### src/rtl/cmp_regs_pkg.sv
package cmp_regs_pkg;
  localparam int NUM_CH    = 2;
  localparam int WORD_W    = 32;
  localparam int INP_MAX_W = 3;
  localparam int INM_W     = 4;
  localparam int BLANK_W   = 5;

  localparam int LOCK_BIT  = 31;
  localparam int STAT_BIT  = 30;
  localparam int BLANK_LSB = 20;
  localparam int PWR_LSB   = 18;
  localparam int HYST_LSB  = 16;
  localparam int POL_BIT   = 15;
  localparam int WOUT_BIT  = 14;
  localparam int WMODE_BIT = 11;
  localparam int INP_LSB   = 8;
  localparam int INM_LSB   = 4;
  localparam int EN_BIT    = 0;

  typedef struct packed {
    logic [BLANK_W-1:0]   blank;
    logic [1:0]           pwr;
    logic [1:0]           hyst;
    logic                 pol;
    logic                 win_out;
    logic                 win_mode;
    logic [INP_MAX_W-1:0] inp;
    logic [INM_W-1:0]     inm;
    logic                 en;
  } cfg_t;

  function automatic logic [WORD_W-1:0] pack_word(cfg_t c, logic lk, logic st);
    logic [WORD_W-1:0] w;
    w = '0;
    w[LOCK_BIT]                   = lk;
    w[STAT_BIT]                   = st;
    w[BLANK_LSB +: BLANK_W]       = c.blank;
    w[PWR_LSB +: 2]               = c.pwr;
    w[HYST_LSB +: 2]              = c.hyst;
    w[POL_BIT]                    = c.pol;
    w[WOUT_BIT]                   = c.win_out;
    w[WMODE_BIT]                  = c.win_mode;
    w[INP_LSB +: INP_MAX_W]       = c.inp;
    w[INM_LSB +: INM_W]           = c.inm;
    w[EN_BIT]                     = c.en;
    return w;
  endfunction
endpackage

### src/rtl/cmp_addr_dec.sv
module cmp_addr_dec #(
  parameter int ADDR_W = 8,
  parameter int NUM    = 2
) (
  input  logic [ADDR_W-1:0] addr_i,
  output logic [NUM-1:0]    hit_o
);
  localparam int STRIDE = 4;

  for (genvar i = 0; i < NUM; i++) begin : g_hit
    assign hit_o[i] = (addr_i == ADDR_W'(i * STRIDE));
  end
endmodule

### src/rtl/cmp_reg_word.sv
module cmp_reg_word
  import cmp_regs_pkg::*;
#(
  parameter int INP_W = 3
) (
  input  logic              clk_i,
  input  logic              rst_ni,
  input  logic              we_i,
  input  logic [WORD_W-1:0] wdata_i,
  output cfg_t              cfg_o,
  output logic              lock_o
);
  cfg_t cfg_q;
  logic lock_q;

  // once locked, the whole word including lock ignores writes
  always_ff @(posedge clk_i or negedge rst_ni) begin
    if (!rst_ni) begin
      cfg_q  <= '0;
      lock_q <= 1'b0;
    end else if (we_i && !lock_q) begin
      cfg_q.blank    <= wdata_i[BLANK_LSB +: BLANK_W];
      cfg_q.pwr      <= wdata_i[PWR_LSB +: 2];
      cfg_q.hyst     <= wdata_i[HYST_LSB +: 2];
      cfg_q.pol      <= wdata_i[POL_BIT];
      cfg_q.win_out  <= wdata_i[WOUT_BIT];
      cfg_q.win_mode <= wdata_i[WMODE_BIT];
      cfg_q.inp      <= INP_MAX_W'(wdata_i[INP_LSB +: INP_W]);
      cfg_q.inm      <= wdata_i[INM_LSB +: INM_W];
      cfg_q.en       <= wdata_i[EN_BIT];
      lock_q         <= wdata_i[LOCK_BIT];
    end
  end

  assign cfg_o  = cfg_q;
  assign lock_o = lock_q;
endmodule

### src/rtl/cmp_rd_mux.sv
module cmp_rd_mux
  import cmp_regs_pkg::*;
#(
  parameter int NUM = 2
) (
  input  logic [NUM-1:0]             hit_i,
  input  logic [NUM-1:0][WORD_W-1:0] word_i,
  output logic [WORD_W-1:0]          rdata_o
);
  always_comb begin
    rdata_o = '0;
    for (int i = 0; i < NUM; i++) begin
      if (hit_i[i]) rdata_o = rdata_o | word_i[i];
    end
  end
endmodule

### src/rtl/cmp_ctrl_regs.sv
module cmp_ctrl_regs
  import cmp_regs_pkg::*;
#(
  parameter int ADDR_W = 8
) (
  input  logic                        clk_i,
  input  logic                        rst_ni,
  input  logic [ADDR_W-1:0]           addr_i,
  input  logic                        wr_en_i,
  input  logic [WORD_W-1:0]           wdata_i,
  output logic [WORD_W-1:0]           rdata_o,
  input  logic [NUM_CH-1:0]           stat_i,
  output logic [NUM_CH-1:0]           en_o,
  output logic [NUM_CH*INP_MAX_W-1:0] inp_sel_o,
  output logic [NUM_CH*INM_W-1:0]     inm_sel_o,
  output logic [NUM_CH-1:0]           win_mode_o,
  output logic [NUM_CH-1:0]           win_out_o,
  output logic [NUM_CH-1:0]           pol_o,
  output logic [NUM_CH*2-1:0]         hyst_o,
  output logic [NUM_CH*2-1:0]         pwr_o,
  output logic [NUM_CH*BLANK_W-1:0]   blank_o,
  output logic [NUM_CH-1:0]           lock_o
);
  logic [NUM_CH-1:0]             hit;
  logic [NUM_CH-1:0][WORD_W-1:0] word;
  cfg_t                          cfg [NUM_CH];

  cmp_addr_dec #(.ADDR_W(ADDR_W), .NUM(NUM_CH)) u_dec (
    .addr_i (addr_i),
    .hit_o  (hit)
  );

  for (genvar i = 0; i < NUM_CH; i++) begin : g_ch
    // channel 1 has a narrower non-inverting selector
    localparam int INP_W = (i == 0) ? 3 : 2;

    cmp_reg_word #(.INP_W(INP_W)) u_word (
      .clk_i   (clk_i),
      .rst_ni  (rst_ni),
      .we_i    (wr_en_i && hit[i]),
      .wdata_i (wdata_i),
      .cfg_o   (cfg[i]),
      .lock_o  (lock_o[i])
    );

    assign word[i] = pack_word(cfg[i], lock_o[i], stat_i[i]);

    assign en_o[i]                         = cfg[i].en;
    assign inp_sel_o[i*INP_MAX_W +: INP_MAX_W] = cfg[i].inp;
    assign inm_sel_o[i*INM_W +: INM_W]     = cfg[i].inm;
    assign win_mode_o[i]                   = cfg[i].win_mode;
    assign win_out_o[i]                    = cfg[i].win_out;
    assign pol_o[i]                        = cfg[i].pol;
    assign hyst_o[i*2 +: 2]                = cfg[i].hyst;
    assign pwr_o[i*2 +: 2]                 = cfg[i].pwr;
    assign blank_o[i*BLANK_W +: BLANK_W]   = cfg[i].blank;
  end

  cmp_rd_mux #(.NUM(NUM_CH)) u_rd (
    .hit_i   (hit),
    .word_i  (word),
    .rdata_o (rdata_o)
  );
endmodule

### config.mk
export PLATFORM = sky130hd
export DESIGN_NAME = cmp_ctrl_regs
export DESIGN_NICKNAME = d
export VERILOG_FILES = /design/src/rtl/cmp_regs_pkg.sv /design/src/rtl/cmp_addr_dec.sv /design/src/rtl/cmp_reg_word.sv /design/src/rtl/cmp_rd_mux.sv /design/src/rtl/cmp_ctrl_regs.sv
export SDC_FILE = /design/constraint.sdc
export NUM_CORES = 1
export LEC_CHECK = 0
export BUFFER_PORTS_ARGS = -buffer_cell sky130_fd_sc_hd__buf_2
export CAP_MARGIN = 10
export CORE_MARGIN = 3
export CORE_UTILIZATION = 40
export CTS_CLUSTER_DIAMETER = 100
export CTS_CLUSTER_SIZE = 24
export DETAILED_ROUTE_END_ITERATION = 12
export PLACE_DENSITY = 0.79
export RECOVER_POWER = 100
export SKIP_LAST_GASP = 1
export SLEW_MARGIN = 25
export SYNTH_ARGS = -nofsm -noshare
export SYNTH_HDL_FRONTEND = slang
export SYNTH_SLANG_ARGS = --single-unit
### constraint.sdc
create_clock -name clk_i -period 1.5 [get_ports clk_i]
set_input_delay 0 -clock clk_i [delete_from_list [all_inputs] [get_ports clk_i]]
set_output_delay 0 -clock clk_i [all_outputs]
set_load 0.01 [all_outputs]
Yosys cells after proc, flatten, opt, wreduce, memory -nomap -nowiden
Cells that the tools add are included.

Output and inout port bits: 74. Flip-flop bits (word level): 41.

Bitwise gates (word level): 1. Equality and inequality tests: 1. Reductions and logical operators: 7. Multiplexer cells: 2.

Operators by type and width (count): $mux 32 (2); $or 32x32->32 (1); $eq 8x3->1 const B (1); $logic_not 8->1 (1); $logic_and 1x1->1 (4); $logic_not 1->1 (2).

Longest topological paths before layout
Gate-level depths: netlist of the first run.

Depth in word-level cells: 4. Mapped depth: 5. Depth with buffers taken out: 3.

Modules after synthesis
Synthesis of the first run repeated with hierarchy kept, for this count alone.

Cell total of the unflattened synthesis: 136. Area total of the unflattened synthesis: 2095.8 um2.

Modules (own cells, without submodules): cmp_reg_word at g_ch[0].u_word (times used 1, cells an instance 45, seq. area each 525.5 um2, area an instance 870.8 um2); cmp_reg_word at g_ch[1].u_word (times used 1, cells an instance 45, seq. area each 500.5 um2, area an instance 817.0 um2); cmp_rd_mux (times used 1, cells an instance 38, seq. area each 0.0 um2, area an instance 350.3 um2); cmp_addr_dec (times used 1, cells an instance 5, seq. area each 0.0 um2, area an instance 41.3 um2); cmp_ctrl_regs (times used 1, cells an instance 3, seq. area each 0.0 um2, area an instance 16.3 um2).

Worst setup path before layout of the first run
Ideal clock, no wire load.

Path kind: register -> register. Start point: reg g_ch[1].u_word.lock_q. End point: reg g_ch[1].u_word.cfg_q, in the netlist g_ch[1].u_word.cfg_o[11]. Cell stages (with the launch flop): 5. Library setup time: 0.125 ns. Buffers on the path: 1. Arrival time: 1.261 ns. Slack: 0.113 ns. Cells stage by stage: dfrtp_1 nor2b_1 nand4_4 buf_6 mux2_4.

Cells in the longest elaborated chain, start to end: 2.

Ends and longest elaborated chain: start, declared (line cmp_reg_word.sv:14) `logic lock_q;`; start signal, assigned (line cmp_reg_word.sv:31) `lock_q <= wdata_i[LOCK_BIT];`; $logic_not 1->1 (line cmp_reg_word.sv:21) `end else if (we_i && !lock_q) begin`; $logic_and 1x1->1 (line cmp_reg_word.sv:21); end, declared (line cmp_reg_word.sv:13) `cfg_t cfg_q;`.

Every way passes these cells. A chain may end at the register's enable or synchronous reset.

Worst setup path after layout of the first run
Start point: reg g_ch[1].u_word.lock_q. End point: reg g_ch[1].u_word.cfg_q, in the netlist g_ch[1].u_word.cfg_o[1].

Same word-level chain as after synthesis.

==> flow_summary.json, run 1 <==
{
  "status": "finished clean",
  "antenna_found_initial": 0,
  "viasPerCell": 4.63,
  "cts_setup_buffers": 0,
  "crit_path_top_delay_cell": "dfrtp_1",
  "slew_viol_final": 0,
  "setup-violations-final": 0,
  "fmax_mhz": 716,
  "end_kind": "register",
  "ff2ff_path_depth": 4,
  "worstSetupPathType": "reg2reg",
  "area_growth_pct": 35.4,
  "die_y_um": 77.4,
  "drcViolationCount": 0,
  "cp_cell_sequence": "nor2b_1 > nand4_4 > buf_6 > mux2_1",
  "yosysTopAreaCellShare_pct": 50.3,
  "placed_area_um2": 2570,
  "synth_seq_cells": 41,
  "clockBufferDepth": 2,
  "seqPwrFrac_pct": 54.6,
  "grt_pass1_wl_um": 7940,
  "clockRootBuffer": "clkbuf_8",
  "sw_frac_of_total_pct": 25.3,
  "firstDrtPassIters": 4,
  "relSlewSlack_pct": 65.9,
  "synth-simple-area-share_pct": 8.10,
  "synthAdderAreaFrac_pct": 0,
  "synth_edf_count": 0,
  "finalCritPeriodShare_pct": 93.1,
  "postSynthAreaPerCell_um2": 13.1,
  "rrSetupSlack_ns": 0.10,
  "drv_cap": 0,
  "fin_skew_ns": 0.00601,
  "power_w": 0.00219,
  "irDropWorstVdd_mv": 0.502,
  "drt_iter0_markers": 43,
  "ys_async_sr_fraction_pct": 100,
  "synth_area_um2": 2040,
  "tightest_slew_ns": 0.512,
  "clk-insertion-delay-late_ns": 0.29,
  "place_hpwl_um": 3510,
  "synth_top_family_by_area": "multiplexers",
  "dieArea_um2": 5990,
  "worstPathRequired_ns": 1.68,
  "crit_path_max_incr_delay_ns": 0.42,
  "cts_sinks": 41,
  "arrival_ns": 1.57,
  "synth-seq-area-share_pct": 50.3,
  "wirelength_um": 4840,
  "yosys.area.top_type": "dfrtp_1",
  "cts_buffers": 5,
  "crit_family": "flip-flops",
  "tns_ns": 0,
  "fin_area_um2": 2760,
  "drive_above_1_share_pct": 32.0,
  "comb_power_share_pct": 14.4,
  "io_buffers": 96,
  "rsz0062_at_grt": "false",
  "worstHoldPathCells": 3,
  "power_frac_clock_pct": 31.0,
  "synth_xor_area_share_pct": 0,
  "synth-compound-area-share_pct": 0.736,
  "grt_max_degree": 22,
  "die_width_um": 77.4,
  "cp-start-kind": "register",
  "reg2reg_to": "g_ch[1].u_word.cfg_o[1]$_DFFE_PN0P_",
  "num_vias": 1598,
  "p_leak_nw": 1.39,
  "globalRoute.totalOverflow": 0,
  "clk_pin_slew_ns": 0.08,
  "fin_ws_ns": 0.103,
  "grt_pass1_vias": 1711,
  "rows": 25,
  "synth_cell_types": 20,
  "routedWlPerCell_um": 14.0,
  "crit_fanout": 19,
  "synth_top_cells_by_count": "dfrtp_1 (41), mux2_2 (29), nor2_1 (22)",
  "synth_mux_area_share_pct": 33.7,
  "cts_tree": "done",
  "yosys.cell_count.top_type": "dfrtp_1",
  "ant_nets": 0,
  "whs_ns": 0.0336,
  "fin_crit_ns": 1.40,
  "core_um2": 4820,
  "start_util_pct": 42.3,
  "grt_use_total_pct": 16.6,
  "pre_cts_ws_ns": 0.128,
  "place_congestion": 0.667,
  "p_switching_w": 0.000554,
  "path_buf_inv": 1,
  "synth_warnings": 0,
  "power_density_nw_per_um2": 795,
  "synth_flop_cell": "dfrtp_1",
  "netlist_instances": 156,
  "internal_power_w": 0.00164,
  "cts.htree.levels": 2,
  "ioPinCount": 119,
  "diodes": 0,
  "hold_viol_final": 0,
  "hold_end": "g_ch[0].u_word.lock_o$_DFFE_PN0P_",
  "layout.nets": 322,
  "synth_area_leaders": "dfrtp_1 (50%), mux2_2 (16%), mux2i_1 (10%), mux2_4 (7.4%), buf_4 (4.8%)",
  "timing.rr.start": "g_ch[1].u_word.lock_o$_DFFE_PN0P_",
  "min_path_type": "in2reg",
  "worstHoldStart": "wdata_i[31]"
}
## state kept, by name, indices dropped and copies added, names as in the netlist
name	cells
g_ch.u_word.cfg_o	39
g_ch.u_word.lock_o	2
## timing repair
action / CTS / global route
hold buffers: 21 / 0
setup endpoints to repair: 0 / 0
endpoints found under the hold margin: 59 / 0
resized for setup: 0 / 0
## per-stage QoR
| stage | cells | util (%) |
|---|---|---|
| floorplan | 166 | - |
| finish | 345 | 57.3 |
| detailed placement | 316 | 53.5 |
| CTS | 345 | 59.5 |
| global route | 345 | 57.3 |
| global placement | 316 | 53.5 |
## placed cells by master (no fill, tap or decap), drive strengths merged, types with 2 or more instances in the layout
| master | synthesis | final |
|---|---|---|
| buf | 19 | 37 |
| clkbuf | 2 | 73 |
| clkinv | 0 | 2 |
| conb | 1 | 11 |
| dfrtp | 41 | 41 |
| dlygate4sd3 | 0 | 21 |
| mux2 | 39 | 39 |
| mux2i | 21 | 21 |
| nand4 | 3 | 3 |
| nor2 | 22 | 22 |
| o21bai | 2 | 2 |
## cells by family after synthesis
kind of cell | after synthesis
muxes | 60
DFF | 41
and+or+nand+nor | 30
buffers and inverters | 22
AOI/OAI and AO/OA | 2
other | 1
## power by group through the flow
stage               registers, W  clock network, W  logic (W)
floorplan                0.00124                 0   0.000145
global placement         0.00122                 0   0.000286
detailed placement       0.00122                 0   0.000295
CTS                      0.00120          0.000712   0.000337
global route             0.00121          0.000758   0.000348
finish                   0.00120          0.000679   0.000316
## worst max-delay path by stage
| stage | start | endpoint | slack, ns | depth (start not counted) |
|---|---|---|---|---|
| after floorplan | g_ch[1].u_word.lock_o$_DFFE_PN0P_ | g_ch[1].u_word.cfg_o[11]$_DFFE_PN0P_ | 0.11 | 4 |
| after global placement | addr_i[1] | g_ch[0].u_word.cfg_o[11]$_DFFE_PN0P_ | 0.17 | 5 |
| after detailed placement | g_ch[1].u_word.lock_o$_DFFE_PN0P_ | g_ch[1].u_word.cfg_o[2]$_DFFE_PN0P_ | 0.13 | 4 |
| after CTS | g_ch[1].u_word.lock_o$_DFFE_PN0P_ | g_ch[1].u_word.cfg_o[2]$_DFFE_PN0P_ | 0.12 | 4 |
| after global routing | g_ch[1].u_word.lock_o$_DFFE_PN0P_ | g_ch[1].u_word.cfg_o[16]$_DFFE_PN0P_ | 0.04 | 4 |
| final | g_ch[1].u_word.lock_o$_DFFE_PN0P_ | g_ch[1].u_word.cfg_o[1]$_DFFE_PN0P_ | 0.10 | 4 |
## worst register-to-register path: cells and delay by family (launching register included)
kind          cells  cell delay (ns)
buf+inv           1             0.21
simple gates      2             0.34
flops             1             0.42
mux               1             0.32
## per-layer routing
layer  wire [um]  share of wire, %  track usage [%]  vias to the layer above
li1            -                 -                -                      753
met1        1960                40             19.4                      764
met2        2490                52             28.7                       70
met3         285               5.9             3.60                       11
met4         103               2.1             8.36                        0
met5           0                 0                0                        -
## final cells by class
class,instances,area [um^2]
multi-input cells,103,901
flip-flops and latches,41,1030
well taps,67,83.8
repair buffers,125,664
fillers,444,2060
clock buffers,6,72.6
clock inverters,2,10.0
inverters,1,3.75
Power figures use the tool's default switching activity.
==> inputs of run 2 (changes only) <==
--- a/config.mk
+++ b/config.mk
@@ -12,8 +12,10 @@
 export CTS_CLUSTER_DIAMETER = 100
 export CTS_CLUSTER_SIZE = 24
 export DETAILED_ROUTE_END_ITERATION = 12
+export HOLD_SLACK_MARGIN = 0.05
 export PLACE_DENSITY = 0.79
 export RECOVER_POWER = 100
+export REMOVE_ABC_BUFFERS = 1
 export SKIP_LAST_GASP = 1
 export SLEW_MARGIN = 25
 export SYNTH_ARGS = -nofsm -noshare
==> constraint.sdc (replaced) <==
create_clock -name clk_i -period 1.31 [get_ports clk_i]
set_input_delay 0 -clock clk_i [delete_from_list [all_inputs] [get_ports clk_i]]
set_output_delay 0 -clock clk_i [all_outputs]
set_load 0.01 [all_outputs]
==> run 2 against run 1 <==
Hold slack improved by 0.040 ns. Non-clock buffer count increased by 3. Clock power up 20%. Largest power group unchanged. Highest routed layer unchanged.
==> flow_summary.json, run 2 (same netlist as run 1, synthesis figures left out) <==
{
  "firstDrtPassIters": 4,
  "clockRootBuffer": "clkbuf_8",
  "io_buffers": 96,
  "dieArea_um2": 5990,
  "cts_buffers": 5,
  "status": "finished clean",
  "routedWlPerCell_um": 14.6,
  "start_util_pct": 42.3,
  "place_hpwl_um": 3430,
  "fin_area_um2": 2840,
  "ioPinCount": 119,
  "hold_viol_final": 0,
  "grt_max_degree": 26,
  "num_vias": 1610,
  "cp-start-kind": "register",
  "wl_met2_um": 2490,
  "tns_ns": 0,
  "clockBufferDepth": 2,
  "fmax_mhz": 783,
  "viasPerCell": 4.64,
  "drt_iter0_markers": 83,
  "area_growth_pct": 39.2,
  "fin_skew_ns": 0.00690,
  "drcViolationCount": 0,
  "met3WireLength_um": 385,
  "largest_reg_flops": 39,
  "worstSetupPathType": "reg2reg",
  "wirelength_um": 5080,
  "crit_fanout": 19,
  "cts_tree": "done",
  "wl_met1_um": 2110,
  "cts_sinks": 41,
  "slew_viol_final": 0,
  "relSlewSlack_pct": 33.9,
  "tightest_slew_ns": 0.991,
  "cp_cell_sequence": "nor2b_2 > nand4_4 > buf_12 > mux2_4",
  "clk_pin_slew_ns": 0.07,
  "antenna_found_initial": 0,
  "die_y_um": 77.4,
  "whs_ns": 0.0737,
  "rows": 25,
  "fill_cells": 457,
  "drive_above_1_share_pct": 32.5,
  "grt_use_total_pct": 17.6,
  "setup-violations-final": 0,
  "globalRoute.totalOverflow": 0,
  "fin_crit_ns": 1.28,
  "irDropWorstVdd_mv": 0.670,
  "p_leak_nw": 1.42,
  "cts.htree.levels": 2,
  "worstPathRequired_ns": 1.49,
  "ant_nets": 0,
  "rsz0062_at_grt": "true",
  "power_w": 0.00257,
  "diodes": 0,
  "crit_path_max_incr_delay_ns": 0.39,
  "crit_path_top_delay_cell": "dfrtp_1",
  "final_util_pct": 58.9,
  "layout.cells.most_common_list": "clkbuf_1 (64), dfrtp_1 (41), buf_2 (32)",
  "clk-insertion-delay-late_ns": 0.29,
  "grt_pass1_wl_um": 8140,
  "placed_area_um2": 2600,
  "finalCritPeriodShare_pct": 97.5,
  "place_congestion": 0.740,
  "min_path_type": "in2reg",
  "end_kind": "register",
  "drv_cap": 0,
  "die_width_um": 77.4,
  "core_um2": 4820,
  "top_layer": "met4",
  "arrival_ns": 1.45,
  "layout.nets": 325,
  "final_common_cell": "clkbuf_1",
  "grt_pass1_vias": 1626,
  "power_density_nw_per_um2": 906
}
run 2: changes by cell type in the layout (fill, tap and decap cells not counted):
cell	change
buf_12	+2
buf_2	-2
buf_4	+4
clkbuf_1	+1
clkbuf_2	-4
clkbuf_8	+1
clkinv_2	-2
dlygate4sd3_1	+2
mux2_1	-2
mux2_4	+2
nor2b_1	-1
nor2b_2	+1
run 2: worst max-delay path: cells and delay by family (launching register included):
kind | cells | cell delay (ns)
buffers and inverters | 1 | 0.19
AND/OR/NAND/NOR | 2 | 0.27
flip-flops | 1 | 0.39
multiplexers | 1 | 0.30
run 2: worst paths after layout:
kind                                                      start                                    to  slack (ns)  depth (start not counted)
max reg2reg                   g_ch[1].u_word.lock_o$_DFFE_PN0P_  g_ch[1].u_word.cfg_o[13]$_DFFE_PN0P_        0.03                          4
min                                                   addr_i[4]     g_ch[0].u_word.lock_o$_DFFE_PN0P_        0.07                          4
max in group asynchronous                                rst_ni  g_ch[0].u_word.cfg_o[14]$_DFFE_PN0P_        0.16                          3
min reg2reg                g_ch[0].u_word.cfg_o[13]$_DFFE_PN0P_  g_ch[0].u_word.cfg_o[13]$_DFFE_PN0P_        0.54                          1
max                           g_ch[1].u_word.lock_o$_DFFE_PN0P_  g_ch[1].u_word.cfg_o[13]$_DFFE_PN0P_        0.03                          4
min in group asynchronous                                rst_ni  g_ch[1].u_word.cfg_o[15]$_DFFE_PN0P_        0.39                          2
run 2: metrics by stage:
stage,worst slack [ns],std cells
after floorplan,-0.410,145
after global placement,-0.0190,316
after detailed placement,-0.0106,316
after CTS,0.0266,346
after global routing,-0.0298,347
final,0.0329,347
run 2: layout make-up:
type                            count  area (um^2)  share of cell area [%]
Multi-Input combinational cell    103          911                    32.1
Clock buffer                        7         86.3                    3.04
Timing Repair Buffer              128          728                    25.7
Tap cell                           67         83.8                    2.95
Inverter                            1         3.75                   0.132
Sequential cell                    41         1030                    36.1
run 2: power breakdown:
part / switching [W] / internal [W] / leakage (nW)
sequential: 0.0000468 / 0.00133 / 0.565
combinational: 0.000185 / 0.000195 / 0.810
clock: 0.000400 / 0.000418 / 0.0443
total: 0.000632 / 0.00194 / 1.42
run 2: what timing repair did:
item,CTS,global route
pin swaps,0,1
hold endpoints to repair,82,0
hold buffers,23,0
setup endpoints to repair,10,13
gates resized for setup,1,0
buffers inserted,0,1
cloned,0,0
run 2: per-layer routing:
| layer | vias up | global-route usage (%) |
|---|---|---|
| li1 | 761 | - |
| met1 | 763 | 20.3 |
| met2 | 78 | 29.6 |
| met3 | 8 | 6.61 |
| met4 | 0 | 6.76 |
| met5 | - | 0 |
